<file path="config.mk">
export PLATFORM = sky130hd
export DESIGN_NAME = tmr_wprot_ctrl
export DESIGN_NICKNAME = d
export VERILOG_FILES = /design/src/rtl/tmr_wprot_pkg.sv /design/src/rtl/wprot_lock_reg.sv /design/src/rtl/wprot_tier_dec.sv /design/src/rtl/wprot_field.sv /design/src/rtl/tmr_wprot_ctrl.sv
export SDC_FILE = /design/constraint.sdc
export NUM_CORES = 1
export LEC_CHECK = 0
export ABC_AREA = 1
export BUFFER_PORTS_ARGS = -buffer_cell sky130_fd_sc_hd__buf_2
export CORE_MARGIN = 1.5
export CORE_UTILIZATION = 43
export CTS_BUF_LIST = sky130_fd_sc_hd__clkbuf_4 sky130_fd_sc_hd__clkbuf_8 sky130_fd_sc_hd__clkbuf_16
export DETAILED_ROUTE_END_ITERATION = 10
export PLACE_DENSITY = 0.72
export SYNTH_ARGS = -nofsm -noshare
export SYNTH_HDL_FRONTEND = slang
export SYNTH_SLANG_ARGS = --single-unit
</file>
<file path="constraint.sdc">
create_clock -name clk -period 1.4 [get_ports clk]
set_clock_uncertainty 0.2 [all_clocks]
set_input_delay 0.07 -clock clk [delete_from_list [all_inputs] [get_ports clk]]
set_output_delay 0.07 -clock clk [all_outputs]
set_load 0.01 [all_outputs]
</file>
<file path="src/rtl/tmr_wprot_pkg.sv">
package tmr_wprot_pkg;
  localparam int unsigned ADDR_W = 3;
  localparam logic [ADDR_W-1:0] A_LOCK = 3'd0;
  localparam logic [ADDR_W-1:0] A_OUT  = 3'd1;
  localparam logic [ADDR_W-1:0] A_BRK  = 3'd2;
  localparam logic [ADDR_W-1:0] A_CHAN = 3'd3;

  typedef enum logic [1:0] {
    TIER_OFF = 2'b00,
    TIER_1   = 2'b01,
    TIER_2   = 2'b10,
    TIER_3   = 2'b11
  } tier_e;
endpackage

</file>
<file path="src/rtl/wprot_lock_reg.sv">
module wprot_lock_reg (
  input  logic       clk,
  input  logic       clr,
  input  logic       we,
  input  logic [1:0] wd,
  output logic [1:0] lvl
);
  logic armed;

  always_ff @(posedge clk) begin
    if (clr) begin
      lvl   <= 2'b00;
      armed <= 1'b1;
    end else if (we && armed) begin
      lvl   <= wd;
      armed <= 1'b0;
    end
  end

  // after the one permitted write the tier cannot move
  p_lock_once_r2: assert property (@(posedge clk) disable iff (clr)
    !armed |=> $stable(lvl));
  // the first write is captured whatever its value
  p_lock_capture_r2: assert property (@(posedge clk) disable iff (clr)
    (armed && we) |=> (lvl == $past(wd)));
endmodule

</file>
<file path="src/rtl/wprot_tier_dec.sv">
module wprot_tier_dec
  import tmr_wprot_pkg::*;
(
  input  logic       clk,
  input  logic       clr,
  input  logic [1:0] lvl,
  output logic       prot1,
  output logic       prot2,
  output logic       prot3
);
  always_comb begin
    prot1 = (lvl != TIER_OFF);
    prot2 = (lvl == TIER_2) || (lvl == TIER_3);
    prot3 = (lvl == TIER_3);
  end

  // tiers nest, so a higher tier never leaves a lower tier open
  p_tier_nest_r7: assert property (@(posedge clk) disable iff (clr)
    prot3 |-> (prot2 && prot1));
endmodule

</file>
<file path="src/rtl/wprot_field.sv">
module wprot_field #(
  parameter int unsigned W        = 1,
  parameter bit          SET_ONLY = 1'b0
) (
  input  logic         clk,
  input  logic         clr,
  input  logic         we,
  input  logic         prot,
  input  logic [W-1:0] d,
  output logic [W-1:0] q
);
  generate
    if (SET_ONLY) begin : g_setonly
      always_ff @(posedge clk) begin
        if (clr)            q <= '0;
        else if (we && prot) q <= q | d;
        else if (we)         q <= d;
      end
      // a protected set-only bit never falls
      p_no_clear_r8: assert property (@(posedge clk) disable iff (clr)
        prot |=> (($past(q) & ~q) == '0));
    end else begin : g_plain
      always_ff @(posedge clk) begin
        if (clr)             q <= '0;
        else if (we && !prot) q <= d;
      end
      // a protected field holds through any write
      p_frozen_r9: assert property (@(posedge clk) disable iff (clr)
        prot |=> $stable(q));
    end
  endgenerate

  // either reset clears the field
  p_reset_clear_r1: assert property (@(posedge clk)
    clr |=> (q == '0));
endmodule

</file>
<file path="src/rtl/tmr_wprot_ctrl.sv">
module tmr_wprot_ctrl
  import tmr_wprot_pkg::*;
#(
  parameter int unsigned DATA_W = 32,
  parameter int unsigned N_CH   = 4,
  parameter int unsigned MODE_W = 3,
  parameter int unsigned DT_W   = 8
) (
  input  logic                   clk,
  input  logic                   rst,
  input  logic                   tmr_rst,
  input  logic                   wr_en,
  input  logic [ADDR_W-1:0]      addr,
  input  logic [DATA_W-1:0]      wdata,
  output logic [DATA_W-1:0]      rdata,
  output logic [1:0]             lock_lvl,
  output logic [DT_W-1:0]        dead_time,
  output logic [N_CH-1:0]        idle_main,
  output logic [N_CH-1:0]        idle_comp,
  output logic                   brk_en,
  output logic                   brk_pol,
  output logic                   auto_oe,
  output logic [N_CH-1:0]        pol_main,
  output logic [N_CH-1:0]        pol_comp,
  output logic                   off_idle,
  output logic                   off_run,
  output logic                   clk_en,
  output logic                   clkmon_en,
  output logic [N_CH*MODE_W-1:0] ch_mode,
  output logic [N_CH-1:0]        ch_preload
);
  localparam int unsigned IM_LSB = DT_W;
  localparam int unsigned IC_LSB = DT_W + N_CH;
  localparam int unsigned PM_LSB = DT_W + 2*N_CH;
  localparam int unsigned PC_LSB = DT_W + 3*N_CH;
  localparam int unsigned CH_STR = MODE_W + 1;
  localparam int unsigned CLK_B  = 8;

  logic clr;
  logic we_lock, we_out, we_brk, we_chan;
  logic prot1, prot2, prot3;
  logic [2:0] brk_q;
  logic [1:0] off_q, clk_q;
  logic [DATA_W-1:0] rd_nxt;
  logic unused_wd;

  assign clr     = rst | tmr_rst;
  assign we_lock = wr_en && (addr == A_LOCK);
  assign we_out  = wr_en && (addr == A_OUT);
  assign we_brk  = wr_en && (addr == A_BRK);
  assign we_chan = wr_en && (addr == A_CHAN);
  assign unused_wd = ^wdata[DATA_W-1:PC_LSB+N_CH];

  wprot_lock_reg u_lock (
    .clk(clk), .clr(clr), .we(we_lock), .wd(wdata[1:0]), .lvl(lock_lvl));

  wprot_tier_dec u_tier (
    .clk(clk), .clr(clr), .lvl(lock_lvl),
    .prot1(prot1), .prot2(prot2), .prot3(prot3));

  wprot_field #(.W(DT_W)) u_dt (
    .clk(clk), .clr(clr), .we(we_out), .prot(prot1),
    .d(wdata[DT_W-1:0]), .q(dead_time));
  wprot_field #(.W(N_CH)) u_im (
    .clk(clk), .clr(clr), .we(we_out), .prot(prot1),
    .d(wdata[IM_LSB +: N_CH]), .q(idle_main));
  wprot_field #(.W(N_CH)) u_ic (
    .clk(clk), .clr(clr), .we(we_out), .prot(prot1),
    .d(wdata[IC_LSB +: N_CH]), .q(idle_comp));
  wprot_field #(.W(N_CH)) u_pm (
    .clk(clk), .clr(clr), .we(we_out), .prot(prot2),
    .d(wdata[PM_LSB +: N_CH]), .q(pol_main));
  wprot_field #(.W(N_CH)) u_pc (
    .clk(clk), .clr(clr), .we(we_out), .prot(prot2),
    .d(wdata[PC_LSB +: N_CH]), .q(pol_comp));

  wprot_field #(.W(3)) u_brk (
    .clk(clk), .clr(clr), .we(we_brk), .prot(prot1),
    .d(wdata[2:0]), .q(brk_q));
  wprot_field #(.W(2)) u_off (
    .clk(clk), .clr(clr), .we(we_brk), .prot(prot2),
    .d(wdata[4:3]), .q(off_q));
  wprot_field #(.W(2), .SET_ONLY(1'b1)) u_clk (
    .clk(clk), .clr(clr), .we(we_brk), .prot(prot2),
    .d(wdata[CLK_B +: 2]), .q(clk_q));

  assign {auto_oe, brk_pol, brk_en} = brk_q;
  assign {off_run, off_idle}        = off_q;
  assign {clkmon_en, clk_en}        = clk_q;

  generate
    for (genvar c = 0; c < N_CH; c++) begin : g_ch
      logic [CH_STR-1:0] cq;
      wprot_field #(.W(CH_STR)) u_chf (
        .clk(clk), .clr(clr), .we(we_chan), .prot(prot3),
        .d(wdata[c*CH_STR +: CH_STR]), .q(cq));
      assign ch_mode[c*MODE_W +: MODE_W] = cq[MODE_W-1:0];
      assign ch_preload[c]               = cq[MODE_W];
    end
  endgenerate

  always_comb begin
    rd_nxt = '0;
    case (addr)
      A_LOCK: rd_nxt[1:0] = lock_lvl;
      A_OUT: begin
        rd_nxt[DT_W-1:0]       = dead_time;
        rd_nxt[IM_LSB +: N_CH] = idle_main;
        rd_nxt[IC_LSB +: N_CH] = idle_comp;
        rd_nxt[PM_LSB +: N_CH] = pol_main;
        rd_nxt[PC_LSB +: N_CH] = pol_comp;
      end
      A_BRK: begin
        rd_nxt[2:0]          = brk_q;
        rd_nxt[4:3]          = off_q;
        rd_nxt[CLK_B +: 2]   = clk_q;
      end
      A_CHAN: begin
        for (int c = 0; c < N_CH; c++) begin
          rd_nxt[c*CH_STR +: MODE_W] = ch_mode[c*MODE_W +: MODE_W];
          rd_nxt[c*CH_STR + MODE_W]  = ch_preload[c];
        end
      end
      default: rd_nxt = '0;
    endcase
  end

  always_ff @(posedge clk) begin
    if (clr) rdata <= '0;
    else     rdata <= rd_nxt;
  end

  // a read of the tier address returns the tier held before that edge
  p_rdata_lock_r10: assert property (@(posedge clk) disable iff (clr)
    (addr == A_LOCK) |=> (rdata == {{(DATA_W-2){1'b0}}, $past(lock_lvl)}));
endmodule

</file>
# --- Word-level counts from Yosys, hierarchy flattened ---
# Index checks and enable logic that the tools add are counted.
totals:
  reg_bits: 82
  out_inout_bits: 81
  word_cells: 51
op_classes:
  eq_ne: 5
  mux: 7
  n_bitwise: 3
  reduce_logical: 19
op_table:
  columns: ["cell", "n"]
  rows:
  - ["$pmux W6 S2", 1]
  - ["$logic_and A1 B1 Y1", 11]
  - ["$pmux W3 S3", 1]
  - ["$pmux W2 S4", 1]
  - ["$eq A3 B2 Y1 const B", 2]
  - ["$pmux W2 S3", 1]
  - ["$pmux W3 S2", 1]
  - ["$eq A2 B2 Y1 const B", 2]
  - ["$mux W2", 2]
  - ["$reduce_bool A2 Y1", 2]
  - ["$eq A3 B1 Y1 const B", 1]
  - ["$logic_not A1 Y1", 3]
  - ["$logic_not A3 Y1", 1]
  - ["$or A2 B2 Y2", 1]
  - ["$reduce_or A2 Y1", 1]
  - ["$logic_or A1 B1 Y1", 1]
  - ["$not A1 Y1", 1]
  - ["$or A1 B1 Y1", 1]

# --- Depth between registers and ports, before layout ---
depth:
  ltp_word: 4
  depth_mapped: 8

# --- By module ---
# Synthesis repeated with hierarchy kept, for this count alone.
unflattened:
  hier_cells: 491
  area_unflattened_um2: 3339.5
by_module_without_submodules:
  columns: ["mod", "instances", "cells_per_inst", "area_per_inst_um2", "seq_area_each_um2"]
  rows:
  - ["wprot_field (g_ch[0].u_chf ...)", 8, 28, 177.7, 80.1]
  - ["tmr_wprot_ctrl", 1, 143, 1118.6, 480.5]
  - ["wprot_field (u_dt)", 1, 53, 354.1, 160.2]
  - ["wprot_field (u_brk)", 1, 22, 137.6, 60.1]
  - ["wprot_lock_reg", 1, 17, 115.1, 60.1]
  - ["wprot_field (u_off)", 1, 16, 97.6, 40.0]
  - ["wprot_field (u_clk)", 1, 10, 72.6, 40.0]
  - ["wprot_tier_dec", 1, 6, 22.5, 0.0]

# --- Worst setup path before layout ---
# Ideal clock, no wire load.
synth_timing:
  path_type: "register -> register"
  start: "register u_lock.lvl[1]"
  end: "register u_dt.q[0]"
  arrival_time_ns: 1.089
  t_required_ns: 1.087
  path_slack_ns: -0.002
  stages_incl_launch_ff: 8
  path_buffers: 1
  synth_period_minus_slack_ns: 1.402
  cell_sequence: "dfxtp_1 > inv_1 > nand2_1 > inv_1 > clkbuf_1 > nand4_1 > nand2_1 > nor2_1"
synth_via:
  elab_chain_len: 3
synth_rtl:
  columns: ["element", "line", "source"]
  rows:
  - ["start: declaration", "wprot_lock_reg.sv:6", "output logic [1:0] lvl"]
  - ["start signal: assignment", "wprot_lock_reg.sv:15", "lvl <= wd;"]
  - ["$reduce_bool A2 Y1", "wprot_tier_dec.sv:12", "prot1 = (lvl != TIER_OFF);"]
  - ["$logic_not A1 Y1", "wprot_field.sv:25", "else if (we && !prot) q <= d;"]
  - ["$logic_and A1 B1 Y1", "wprot_field.sv:25", null]
  - ["end signal: assignment", "wprot_field.sv:24", "if (clr) q <= '0;"]
  - ["end signal: assignment", "wprot_field.sv:25", null]
  - ["end: declaration", "wprot_field.sv:10", "output logic [W-1:0] q"]
# Every way passes these cells.
# A chain may end at the register's enable or synchronous reset.

# --- Worst setup path in the final report ---
layout_timing:
  start: "input port tmr_rst"
  end: "register rdata[19]"
layout_via:
  elab_chain_len: 2
layout_rtl:
  columns: ["element", "line", "source"]
  rows:
  - ["start: declaration", "tmr_wprot_ctrl.sv:11", "input logic tmr_rst,"]
  - ["$or A1 B1 Y1", "tmr_wprot_ctrl.sv:47", "assign clr = rst | tmr_rst;"]
  - ["$reduce_or A2 Y1 (no line)", null, null]
  - ["end signal: assignment", "tmr_wprot_ctrl.sv:130", "else rdata <= rd_nxt;"]
  - ["end: declaration", "tmr_wprot_ctrl.sv:15", "output logic [DATA_W-1:0] rdata,"]
# Every way passes these cells.

==> impl_metrics.toml <==
[setup_path]
crit_chain = "dlygate4sd3_1 -> buf_2 -> nor2_4 -> buf_6 -> nand2_2 -> nor2_1"
cp.buffers_inverters = 3
critPathMaxStageDelay_ns = 0.53
worstPathMaxFanout = 13
arrival_ns = 1.41
cp-end-kind = "flip-flop"
reg2reg_from = "u_lock.lvl[1]"
startpoint = "tmr_rst"
critPathRequiredTime_ns = 1.49
cp_slowest_cell = "dlygate4sd3_1"
cpLargestDelayFamily = "buffers and inverters"
critPathKind = "in2reg"
start_kind = "primary input"

[logic_synthesis]
synth_top_area_share_pct = 49.98
syn_avg_cell_area_um2 = 7.007
yosysMostFrequentCell = "nor2_1"
synth_area_um2 = 2964
seq_area_frac_synth_pct = 49.98
synth-seq-cells = 74
synthFlopType = "dfxtp_1"
yosysWarnings = 0
synthCells = 423
ys_top_cells_by_count = "nor2_1, nand2_1, dfxtp_1"
ys_types = 18
async_flop_share_pct = 0
synth_enable_flop_cells = 0
synth.area.top_cells = "dfxtp_1, nor2_1, nand2_1"
yosysTopAreaCell = "dfxtp_1"

[timing]
grt_setup_unrepaired = "false"
drv_slew = 0
setup_viol = 0
layout_worst_path_cycle_share_pct = 94.42
setup-tns-final_ns = 0
min_period_ns = 1.322
hold_viol = 0
clock.fmax_ghz = 0.7565

[drt]
dr.pass1.iters = 4
routed_wl_mm = 7.943
drtIter0Drc = 162
antenna_left = 0
drc = 0
wire_per_inst_um = 12.33
viasPerCell = 4.685
vias = 3017

[global_routing]
grt_pass1_vias = 2704
gr-total-overflow = 0
antenna_found_initial = 0
grt_pass1_wl_mm = 12.68
grtUsageTotal_pct = 21.84
grt_start_max_net_pins = 34

[place]
io_buffer_count = 103
routabilityCongestion = 0.8158
dp_hpwl_mm = 5.320

[die]
rows = 30
die_w_um = 86.03
core-area_um2 = 6719
die_height_um = 86.03
initial_core_util_pct = 44.12
dieArea_um2 = 7400
io_pins = 120

[finish]
final_nets = 599
final.fill_count = 604
area_growth_pct = 39.76
multiInputGateArea_um2 = 1220
seq_area_um2 = 1484
insertedDiodeCount = 0
drive_gt1_share_pct = 26.60

[clock_tree]
clk_path_buf_depth = 2
cts_root_buf = "clkbuf_8"
cts.sinks = 74
cts.clk_slew.worst_paths_ns = 0.08
cts-htree-levels = 3
cts_tree = "built"
cts_made_buffers = 9
clock_latency_ns = 0.35

[min_path]
worstHoldStart = "addr[1]"
hp-class = "in2reg"

[power_and_ir_drop]
power_mw = 4.176
p_per_area_nw_per_um2 = 1008
p_leak_nw = 2.065
ir_drop_uv = 518.8

[flow_run]
max_cap_viol_count = 0

[status]
status = "finished, final reports clean"
==> metal layers <==
layer	track usage, %	part of all wire (%)	up-vias	wire (µm)
met5	0	0	-	0
met4	9.677	1.8	0	146
met3	4.139	5.5	12	438
met2	35.50	48	101	3840
met1	28.30	44	1353	3516
li1	-	-	1551	-
==> worst reg2reg max path, cell delays in order, from the launching register on <==
cell and delay [ns]:
dfxtp_2 0.35, a21oi_2 0.17, nand2_4 0.12, buf_12 0.16
o21ai_0 0.16, nor2_1 0.05
==> metrics by stage <==
| step | worst slack, ns | utilization (%) | hold slack (ns) | area [µm²] | instances |
|---|---|---|---|---|---|
| final | 0.07806 | 61.66 | 0.01279 | 4143 | 644 |
| after global routing | 0.009448 | 61.66 | 0.07301 | 4143 | 644 |
| after CTS | 0.01946 | 60.99 | -0.04679 | 4098 | 642 |
| after detailed placement | -0.03201 | 54.25 | 0.09800 | 3645 | 602 |
| after global placement | 0.0005597 | 54.25 | 0.09053 | 3645 | 602 |
| after floorplan | 0.02312 | - | 0.004918 | 2992 | 430 |
==> power by group <==
group | total [mW] | switching (mW) | internal, mW
registers | 2.14 | 0.0141 | 2.12
clock network | 1.64 | 0.781 | 0.855
logic | 0.402 | 0.224 | 0.178
==> cells in the final DEF, fill, tap and decap left out <==
master	count
nand2_2	2
buf_2	103
a21oi_2	1
nand4_1	19
buf_12	6
a21oi_1	11
bufinv_16	1
dlygate4sd3_1	26
o21ai_1	1
o21ai_0	15
inv_1	38
clkinvlp_4	3
nor2_4	2
nand3_1	9
clkinv_2	2
clkbuf_8	10
dfxtp_1	72
nor2_1	115
nor2_2	2
inv_4	1
nand2_1	100
buf_6	2
buf_4	8
conb_1	8
dfxtp_2	2
nor3_4	1
nand2_4	1
inv_2	3
==> final cells by class <==
type	instances	share of cell area, %
clock buffer	10	3.322
clock inverter	5	1.329
inverter	43	4.047
multi-input combinational	287	29.45
sequential	74	35.82
tap	80	2.416
timing repair buffer	145	23.62
==> cell families (layout without fill, tap and decap cells) <==
kind of cell / count (synthesis) / in the layout / share of synthesized area [%]
simple gates: 251 / 251 / 34.87
buf+inv: 69 / 203 / 10.30
flops: 74 / 74 / 49.98
compound gates: 28 / 28 / 4.728
other cells: 1 / 8 / 0.1265
==> sequential cells by signal, summed over array words and instances, names as in the netlist <==
name / count
rdata: 24
g_ch.u_chf.q: 16
u_dt.q: 8
u_ic.q: 4
u_im.q: 4
u_pc.q: 4
u_pm.q: 4
u_brk.q: 3
u_clk.q: 2
u_lock.lvl: 2
u_off.q: 2
u_lock.armed: 1
==> timing repair <==
item / CTS / global route
hold buffers: 25 / 1
pin swaps: 1 / 0
endpoints found under the hold margin: 52 / 7
setup buffers: 0 / 1
gates resized for setup: 4 / 8
endpoints found under the setup margin: 20 / 52
==> path summary, 6_finish.rpt <==
kind,to,depth (start not counted),slack [ns]
max,rdata[19],6,0.08
min,u_lock.armed,5,0.01
max reg2reg,g_ch[1].u_chf.q[0],5,0.09
min reg2reg,rdata[19],2,0.25
Power figures use the tool's default switching activity.
